--- config.mk ---
export PLATFORM = sky130hd
export DESIGN_NAME = mash111_mod
export DESIGN_NICKNAME = d
export VERILOG_FILES = /design/src/rtl/mash_pkg.sv /design/src/rtl/mash_acc_stage.sv /design/src/rtl/mash_tap_line.sv /design/src/rtl/mash_recombine.sv /design/src/rtl/mash111_mod.sv
export SDC_FILE = /design/constraint.sdc
export NUM_CORES = 1
export LEC_CHECK = 0
export CAP_MARGIN = 0
export CORE_ASPECT_RATIO = 1.4
export CORE_MARGIN = 2
export CORE_UTILIZATION = 25
export CTS_CLUSTER_SIZE = 16
export DETAILED_ROUTE_END_ITERATION = 8
export PLACE_DENSITY = 0.42
export SLEW_MARGIN = 0
export SYNTH_ARGS = -nofsm -noshare
export SYNTH_HDL_FRONTEND = slang
export SYNTH_SLANG_ARGS = --single-unit
export TNS_END_PERCENT = 10
--- constraint.sdc ---
create_clock -name clk -period 3.8 [get_ports clk]
set_input_delay 0.95 -clock clk [delete_from_list [all_inputs] [get_ports clk]]
set_output_delay 0.95 -clock clk [all_outputs]
set_load 0.02 [all_outputs]
--- src/rtl/mash_pkg.sv ---
package mash_pkg;
  localparam int unsigned OUT_W   = 4;
  localparam int signed   OUT_MIN = -3;
  localparam int signed   OUT_MAX = 4;
  typedef logic signed [OUT_W-1:0] mash_out_t;
endpackage

--- src/rtl/mash_acc_stage.sv ---
module mash_acc_stage #(
  parameter int unsigned ACC_W = 10
) (
  input  logic             clk,
  input  logic             rst,
  input  logic             en,
  input  logic [ACC_W-1:0] addend,
  input  logic             cin,
  output logic [ACC_W-1:0] residue,
  output logic             carry
);
  localparam int unsigned SUM_W = ACC_W + 1;

  logic [SUM_W-1:0] sum_w;
  logic             addend_nz;

  assign sum_w     = {1'b0, residue} + {1'b0, addend} + SUM_W'(cin);
  assign addend_nz = (addend != '0) || cin;

  always_ff @(posedge clk) begin
    if (rst) begin
      residue <= '0;
      carry   <= 1'b0;
    end else if (en) begin
      residue <= sum_w[ACC_W-1:0];
      carry   <= sum_w[ACC_W];
    end
  end

  // the carry marks a wrap of the stored remainder
  a_r2_carry_wrap: assert property (@(posedge clk) disable iff (rst)
    en |=> (carry == ((residue < $past(residue)) ||
                      ((residue == $past(residue)) && $past(addend_nz)))));

  // no enable, no change
  a_r6_acc_hold: assert property (@(posedge clk) disable iff (rst)
    !en |=> ($stable(residue) && $stable(carry)));
endmodule

--- src/rtl/mash_tap_line.sv ---
module mash_tap_line #(
  parameter int unsigned DEPTH = 2,
  parameter int unsigned WIDTH = 1
) (
  input  logic                        clk,
  input  logic                        rst,
  input  logic                        en,
  input  logic [WIDTH-1:0]            din,
  output logic [DEPTH:0][WIDTH-1:0]   taps
);
  logic [WIDTH-1:0] hold_r [1:DEPTH];

  always_ff @(posedge clk) begin
    if (rst) begin
      for (int i = 1; i <= DEPTH; i++) hold_r[i] <= '0;
    end else if (en) begin
      hold_r[1] <= din;
      for (int i = 2; i <= DEPTH; i++) hold_r[i] <= hold_r[i-1];
    end
  end

  assign taps[0] = din;
  for (genvar g = 1; g <= DEPTH; g++) begin : g_tap
    assign taps[g] = hold_r[g];
  end

  // the first tap follows the input one enabled edge later
  a_r4_tap_shift: assert property (@(posedge clk) disable iff (rst)
    en |=> (taps[1] == $past(din)));
endmodule

--- src/rtl/mash_recombine.sv ---
module mash_recombine
  import mash_pkg::*;
(
  input  logic      clk,
  input  logic      rst,
  input  logic      en,
  input  logic      d1_now,
  input  logic      d2_now,
  input  logic      d2_prev,
  input  logic      d3_now,
  input  logic      d3_prev,
  input  logic      d3_prev2,
  output mash_out_t y_q
);
  mash_out_t y_next;

  always_comb begin
    y_next = mash_out_t'(d1_now)
           + mash_out_t'(d2_now) - mash_out_t'(d2_prev)
           + mash_out_t'(d3_now) - mash_out_t'({d3_prev, 1'b0})
           + mash_out_t'(d3_prev2);
  end

  always_ff @(posedge clk) begin
    if (rst)     y_q <= '0;
    else if (en) y_q <= y_next;
  end

  // output range
  a_r5_range: assert property (@(posedge clk) disable iff (rst)
    (y_q >= OUT_MIN) && (y_q <= OUT_MAX));

  // output held without enable
  a_r6_out_hold: assert property (@(posedge clk) disable iff (rst)
    !en |=> $stable(y_q));
endmodule

--- src/rtl/mash111_mod.sv ---
module mash111_mod
  import mash_pkg::*;
#(
  parameter int unsigned ACC_W = 10
) (
  input  logic                    clk,
  input  logic                    rst,
  input  logic                    en,
  input  logic [ACC_W-1:0]        frac_in,
  input  logic                    dith_en,
  input  logic                    dith_bit,
  output logic signed [OUT_W-1:0] y_out
);
  localparam int unsigned N_STAGE  = 3;
  localparam int unsigned TAP_DEPTH = N_STAGE - 1;

  logic [ACC_W-1:0] stage_in  [N_STAGE];
  logic [ACC_W-1:0] stage_res [N_STAGE];
  logic             stage_cy  [N_STAGE];
  logic             stage_ci  [N_STAGE];

  logic [TAP_DEPTH:0][0:0] t1, t2, t3;
  mash_out_t y_int;

  assign stage_in[0] = frac_in;
  assign stage_ci[0] = dith_en & dith_bit;

  for (genvar s = 0; s < N_STAGE; s++) begin : g_stage
    if (s > 0) begin : g_chain
      assign stage_in[s] = stage_res[s-1];
      assign stage_ci[s] = 1'b0;
    end
    mash_acc_stage #(.ACC_W(ACC_W)) i_stage (
      .clk    (clk),
      .rst    (rst),
      .en     (en),
      .addend (stage_in[s]),
      .cin    (stage_ci[s]),
      .residue(stage_res[s]),
      .carry  (stage_cy[s])
    );
  end

  // Stage s decides one cycle later than stage s-1; taps realign them.
  mash_tap_line #(.DEPTH(TAP_DEPTH), .WIDTH(1)) i_tap1 (
    .clk(clk), .rst(rst), .en(en), .din(stage_cy[0]), .taps(t1));
  mash_tap_line #(.DEPTH(TAP_DEPTH), .WIDTH(1)) i_tap2 (
    .clk(clk), .rst(rst), .en(en), .din(stage_cy[1]), .taps(t2));
  mash_tap_line #(.DEPTH(TAP_DEPTH), .WIDTH(1)) i_tap3 (
    .clk(clk), .rst(rst), .en(en), .din(stage_cy[2]), .taps(t3));

  mash_recombine i_comb (
    .clk     (clk),
    .rst     (rst),
    .en      (en),
    .d1_now  (t1[2]),
    .d2_now  (t2[1]),
    .d2_prev (t2[2]),
    .d3_now  (t3[0]),
    .d3_prev (t3[1]),
    .d3_prev2(t3[2]),
    .y_q     (y_int)
  );

  assign y_out = y_int;

  // reset clears the output on the next cycle
  a_r1_reset_zero: assert property (@(posedge clk)
    rst |=> (y_out == '0));
endmodule

==> reports/results.tsv, run 1 <==
metric	value	unit
Logic pwr share	25.8	%
syn_area_per_cell	8.965	µm²
Multi-input gate area	0.001891	mm²
FF/Latch Area	920.9	µm²
sequential element share of the synthesized area	31.41	%
DP HPWL	4.896	mm
GRT overflow	0	
leak pwr	1.461	nW
Overall Global Routing Usage	11.55	%
IO buf count	18	
first-pass GRT wire length	11.53	mm
via count	2352	
starting density of the core	25.72	%
Antenna diodes	0	
Syn. warnings	0	
Inserted Clock Buffers	5	
placed insts	478	
Max Transition Viols Final	0	
total clock sinks	43	
Post-CTS Setup Bufs	0	
Final ANT Viol Nets	0	
drt total wl	6.590	mm
hold_buf cts	0	
final non-filler cell total	486	
Setup Skew	0.004522	ns
Clock Path Buffers	2	
final setup fails	0	
slew margin rel.	37.39	%
clk slew on worst S/H paths	0.06	ns
Switching Share	29.90	%
Clock power frac	35.1	%
antenna violations before repair	0	
drt wl/cell	13.56	µm
vias in the first global route	2419	
Net count, final	395	
die area	0.01262	mm²
Post-Synthesis Cells	327	
drt pass-1 iters	4	
syn_nets	381	
Resized cells post-CTS	0	
worst-skew pair later-pin latency	0.29	ns
Row Count	46	
Tot Pwr	1.392	mW
CP max FO	3	
Ports	19	
mapped cell area	0.002932	mm²
Final Hold Vio Count	0	
Fill cells	1248	
Max Cap Viol	0	
Period minus WS final	3.193	ns
crit start category	input pin	
CTS root buf	clkbuf_16	
initial drt markers	99	
outcome	complete, no violations	
VDD IR max	0.2105	mV
setup TNS	0	ns
hold path cells	2	
core region area	0.01140	mm²
Reg2Reg Depth	8	
crit path DAT	3.37	ns
CP Capture Type	register	
unrepaired setup endpoints after global routing	no	
CTS H-tree depth	2	
Pwr Density	408.9	mW/mm²
Slew @ Worst Pin	0.9392	ns
post-synthesis register bit count	43	
P_sw	0.4162	mW
TritonCTS clock tree	done	
critical path class	in2reg	
largest net degree at the start of global routing	53	
Final Wtd Congestion	0.7720	
post-synth cell types	40	
share of post-route cells with drive strength above 1	4.971	%
CP required	3.98	ns
f_max	313.2	MHz
# DRC	0	
Pint	0.9760	mW
Hold WC Path Type	reg2reg	
Die H	132.1	µm
share of power burned in registers	39.1	%
vias per cell	4.840	
die width	95.52	µm
Final period util	84.03	%
area overhead of the layout relative to synthesis	16.13	%
through the flow:
step                instance area, µm²  util [%]  worst slack (ns)  hold WS (ns)
finish                            3405     29.87            0.6067        0.4568
global route                      3405     29.87            0.4148        0.5036
CTS                               3405     29.87            0.5969        0.4660
detailed placement                3241     28.44            0.2947        0.4507
global placement                  3241     28.44            0.3377        0.4458
floorplan                         2932         -            0.9488        0.4291
worst max-delay path: stages:
cell             delay, ns
clkdlybuf4s50_1       0.45
inv_1                 0.05
fa_1                  0.49
fa_1                  0.42
nand2b_1              0.16
a21oi_1               0.28
a21oi_1               0.14
nand2b_1              0.19
a32o_1                0.25
flip-flops by register name, summed over array words and instances, names as in the netlist:
signal                   flops
g_stage.i_stage.residue     30
i_comb.y_q                   4
g_stage.i_stage.carry        3
i_tap1.hold_r                2
i_tap2.hold_r                2
i_tap3.hold_r                2
cell families (layout without fill, tap and decap cells):
| family | after synthesis | after routing | synth area share [%] |
|---|---|---|---|
| and+or+nand+nor | 105 | 105 | 18.78 |
| AOI/OAI and AO/OA | 83 | 83 | 19.04 |
| DFF | 43 | 43 | 31.41 |
| adders and majority gates | 39 | 39 | 18.18 |
| buffers and inverters | 31 | 46 | 4.097 |
| muxes | 17 | 17 | 5.804 |
| xor gates and xnor gates | 9 | 9 | 2.689 |
final timing paths:
check                           startpoint                            end  slack, ns
max                             frac_in[0]  g_stage[0].i_stage.residue[8]       0.61
max reg2reg  g_stage[0].i_stage.residue[0]  g_stage[0].i_stage.residue[8]       1.38
min          g_stage[2].i_stage.residue[9]  g_stage[2].i_stage.residue[9]       0.46
min reg2reg  g_stage[2].i_stage.residue[9]  g_stage[2].i_stage.residue[9]       0.46
cells in the mapped netlist:
library cell  count  area share, %
buf_2             3           0.51
xnor2_1           3           0.90
mux2i_1          17            5.8
a31o_2            2           0.60
and2_1            5            1.1
o31a_4            1           0.60
inv_1            19            2.4
o211ai_1          1           0.26
nor2b_1           2           0.43
nor4bb_1          3            1.0
nor2_1           45            5.8
nand3_1           4           0.68
o211a_1           2           0.68
ha_1             33             14
o31a_1            1           0.30
and4_1            2           0.60
o311ai_0          5            1.5
fa_1              6            4.1
nand2b_1         10            2.1
clkbuf_1          8            1.0
buf_1             1           0.13
a211oi_1         14            3.6
nand2_1          18            2.3
a31oi_1           6            1.3
nor2b_4           1           0.47
or4b_1            2           0.68
or3_1             2           0.43
dfxtp_1          37             25
nor3b_1           5            1.3
a21o_1            6            1.5
a21oi_1          15            2.6
o21a_1            1           0.26
or4b_2            3            1.0
a41oi_1           2           0.60
o21ai_0          22            3.8
edfxtp_1          6            6.1
a21boi_0          2           0.51
a32o_1            3            1.0
xor2_1            6            1.8
nand4b_1          3           0.90
final cells by class:
cell class | count | area share [%]
clock inverters | 3 | 1.139
inverters | 19 | 2.095
multi-input cells | 253 | 55.53
well taps | 144 | 5.292
flip-flops and latches | 43 | 27.05
clock buffers | 5 | 3.675
repair buffers | 19 | 5.219
layout by cell type (no fill, tap or decap), types with 5 or more instances in the layout:
cell type and instances:
o311ai_0 5, edfxtp_1 6, clkdlybuf4s50_1 16, nand2_1 18
nor3b_1 5, o21ai_0 22, a21oi_1 15, nand2b_1 10
mux2i_1 17, a31oi_1 6, clkbuf_16 5, a211oi_1 14
a21o_1 6, and2_1 5, xor2_1 6, fa_1 6
dfxtp_1 37, inv_1 19, nor2_1 45, ha_1 33
power by group through the flow:
stage               combinational [mW]  sequential (mW)  clock [mW]
CTS                              0.365            0.547       0.511
floorplan                        0.276            0.544           0
detailed placement               0.364            0.557           0
global placement                 0.360            0.557           0
finish                           0.359            0.545       0.488
global route                     0.420            0.551       0.525
routing by layer:
layer / GRT usage (%) / part of all wire, % / up-vias
li1: - / - / 1214
met1: 13.89 / 45 / 1103
met2: 20.05 / 50 / 30
met3: 2.401 / 2.7 / 5
met4: 3.810 / 1.8 / 0
met5: 0 / 0 / -
Power figures use the tool's default switching activity.
==> run 2: changes to the inputs <==
--- a/config.mk
+++ b/config.mk
@@ -11,7 +11,7 @@
 export CORE_UTILIZATION = 25
 export CTS_CLUSTER_SIZE = 16
 export DETAILED_ROUTE_END_ITERATION = 8
-export PLACE_DENSITY = 0.42
+export PLACE_DENSITY = 0.44
 export SLEW_MARGIN = 0
 export SYNTH_ARGS = -nofsm -noshare
 export SYNTH_HDL_FRONTEND = slang
==> constraint.sdc (replaced) <==
create_clock -name clk -period 2.7 [get_ports clk]
set_input_delay 0.675 -clock clk [delete_from_list [all_inputs] [get_ports clk]]
set_output_delay 0.675 -clock clk [all_outputs]
set_load 0.02 [all_outputs]
==> reports/results.tsv, run 2 (same netlist as run 1, synthesis figures left out) <==
metric	value	unit
DP HPWL	4.973	mm
Pint	1.511	mW
vias in the first global route	2455	
CP Capture Type	register	
Max Cap Viol	0	
CP required	2.88	ns
drt total wl	6.537	mm
Overall Global Routing Usage	11.26	%
CTS H-tree depth	2	
Final Hold Vio Count	0	
Largest stage delay, worst path	0.43	ns
clk slew on worst S/H paths	0.06	ns
Buf/Inv on CP	2	
max FFs per register	30	
largest net degree at the start of global routing	37	
GRT overflow	0	
via count	2421	
drt wl/cell	13.02	µm
Slew @ Worst Pin	0.4525	ns
most common cell after layout, fill and taps aside	nor2_1	
Final Wtd Congestion	0.7247	
leak pwr	1.595	nW
Switching Share	28.35	%
die area	0.01262	mm²
outcome	complete, no violations	
Tot Pwr	2.109	mW
VDD IR max	0.3209	mV
Final ANT Viol Nets	0	
IO buf count	18	
final setup fails	0	
Core Util, Final	31.65	%
Biggest register	g_stage.i_stage.residue	
Hold WC Path Type	reg2reg	
Row Count	46	
P_sw	0.5979	mW
Inserted Clock Buffers	5	
crit-path cells	clkdlybuf4s50_1, ha_1, nor2b_4, o31a_4, buf_4, o31a_1, or3_1, a32o_1	
total clock sinks	43	
crit path DAT	2.79	ns
CTS root buf	clkbuf_16	
Setup Skew	0.004990	ns
starting density of the core	25.72	%
core region area	0.01140	mm²
worst-skew pair later-pin latency	0.28	ns
crit start category	input pin	
drt pass-1 iters	4	
unrepaired setup endpoints after global routing	no	
Max Transition Viols Final	0	
most frequent cells in the layout	nor2_1, dfxtp_1, ha_1	
f_max	383.8	MHz
WHS	0.4733	ns
vias per cell	4.823	
Period minus WS final	2.606	ns
Setup WS pre-CTS	-0.4565	ns
Net count, final	411	
Clock power frac	37.1	%
share of power burned in registers	36.3	%
share of post-route cells with drive strength above 1	11.17	%
final worst setup slack	0.09434	ns
Die H	132.1	µm
Logic pwr share	26.6	%
design area	0.003607	mm²
largest delay contributor family on the critical path	compound AO/OA/AOI/OAI gates	
Clock Path Buffers	2	
area overhead of the layout relative to synthesis	23.05	%
TritonCTS clock tree	done	
cell area after placement	0.003358	mm²
Antenna diodes	0	
critical path class	in2reg	
Pwr Density	584.6	mW/mm²
antenna violations before repair	0	
CP max FO	3	
first-pass GRT wire length	11.31	mm
die width	95.52	µm
slew margin rel.	69.83	%
# DRC	0	
Final period util	96.51	%
CP max-delay cell	clkdlybuf4s50_1	
Largest regs	g_stage.i_stage.residue: 30 flops, i_comb.y_q: 4 flops, g_stage.i_stage.carry: 3 flops	
Ports	19	
initial drt markers	72	
run 2: cell types whose count changed in the layout (fill, tap and decap cells not counted), moves of 2 or more:
cell             delta
a21oi_1             -2
clkdlybuf4s50_1     -3
buf_4              +15
fa_2                +2
fa_1                -2
dlymetal6s2s_1      +3
run 2: worst paths after layout:
check	end	cells past startpoint	slack, ns	from
worst max-delay path	g_stage[0].i_stage.residue[9]	8	0.09	frac_in[1]
worst min-delay path	g_stage[2].i_stage.residue[9]	2	0.47	g_stage[2].i_stage.residue[9]
worst max register to register	g_stage[2].i_stage.residue[6]	8	0.41	g_stage[1].i_stage.residue[0]
worst min register to register	g_stage[2].i_stage.residue[9]	2	0.47	g_stage[2].i_stage.residue[9]
run 2: per-stage QoR:
stage	instances	setup TNS [ns]
after floorplan	327	0
after global placement	492	-1.950
after detailed placement	492	-2.080
after CTS	501	0
after global routing	502	0
final	502	0
run 2: layout make-up:
type,count,area (µm²)
Inverter,19,71.32
Sequential cell,43,920.9
Tap cell,144,180.2
Multi-Input combinational cell,253,1928
Clock inverter,2,60.06
Fill cell,1224,7789
Clock buffer,6,128.9
Timing Repair Buffer,35,317.8
run 2: repair_timing:
action,4_1_cts,5_1_grt
hold buffers,0,0
resized for setup,3,9
buffers inserted,1,1
pin swaps,1,5
cloned,0,0
setup endpoints to repair,4,3
run 2: worst register-to-register path, stage by stage, from the launching register on:
cell      delay, ns
dfxtp_1        0.36
ha_1           0.21
inv_1          0.07
fa_1           0.39
nand2b_1       0.16
a21oi_1        0.28
a31oi_1        0.15
or4b_1         0.47
o311ai_0       0.10
run 2: routing by layer:
layer / GRT usage, % / vias to the layer above / routed length (µm)
met4: 4.683 / 0 / 123
met1: 13.74 / 1137 / 3005
li1: - / 1242 / -
met2: 19.23 / 33 / 3225
met5: 0 / - / 0
met3: 1.772 / 9 / 184
run 2: power groups by stage:
stage	clock (mW)	combinational (mW)	sequential, mW
2_1_floorplan	0	0.389	0.766
3_3_place_gp	0	0.538	0.782
3_5_place_dp	0	0.544	0.783
4_1_cts	0.810	0.553	0.769
5_1_grt	0.836	0.651	0.777
6_report	0.782	0.561	0.765
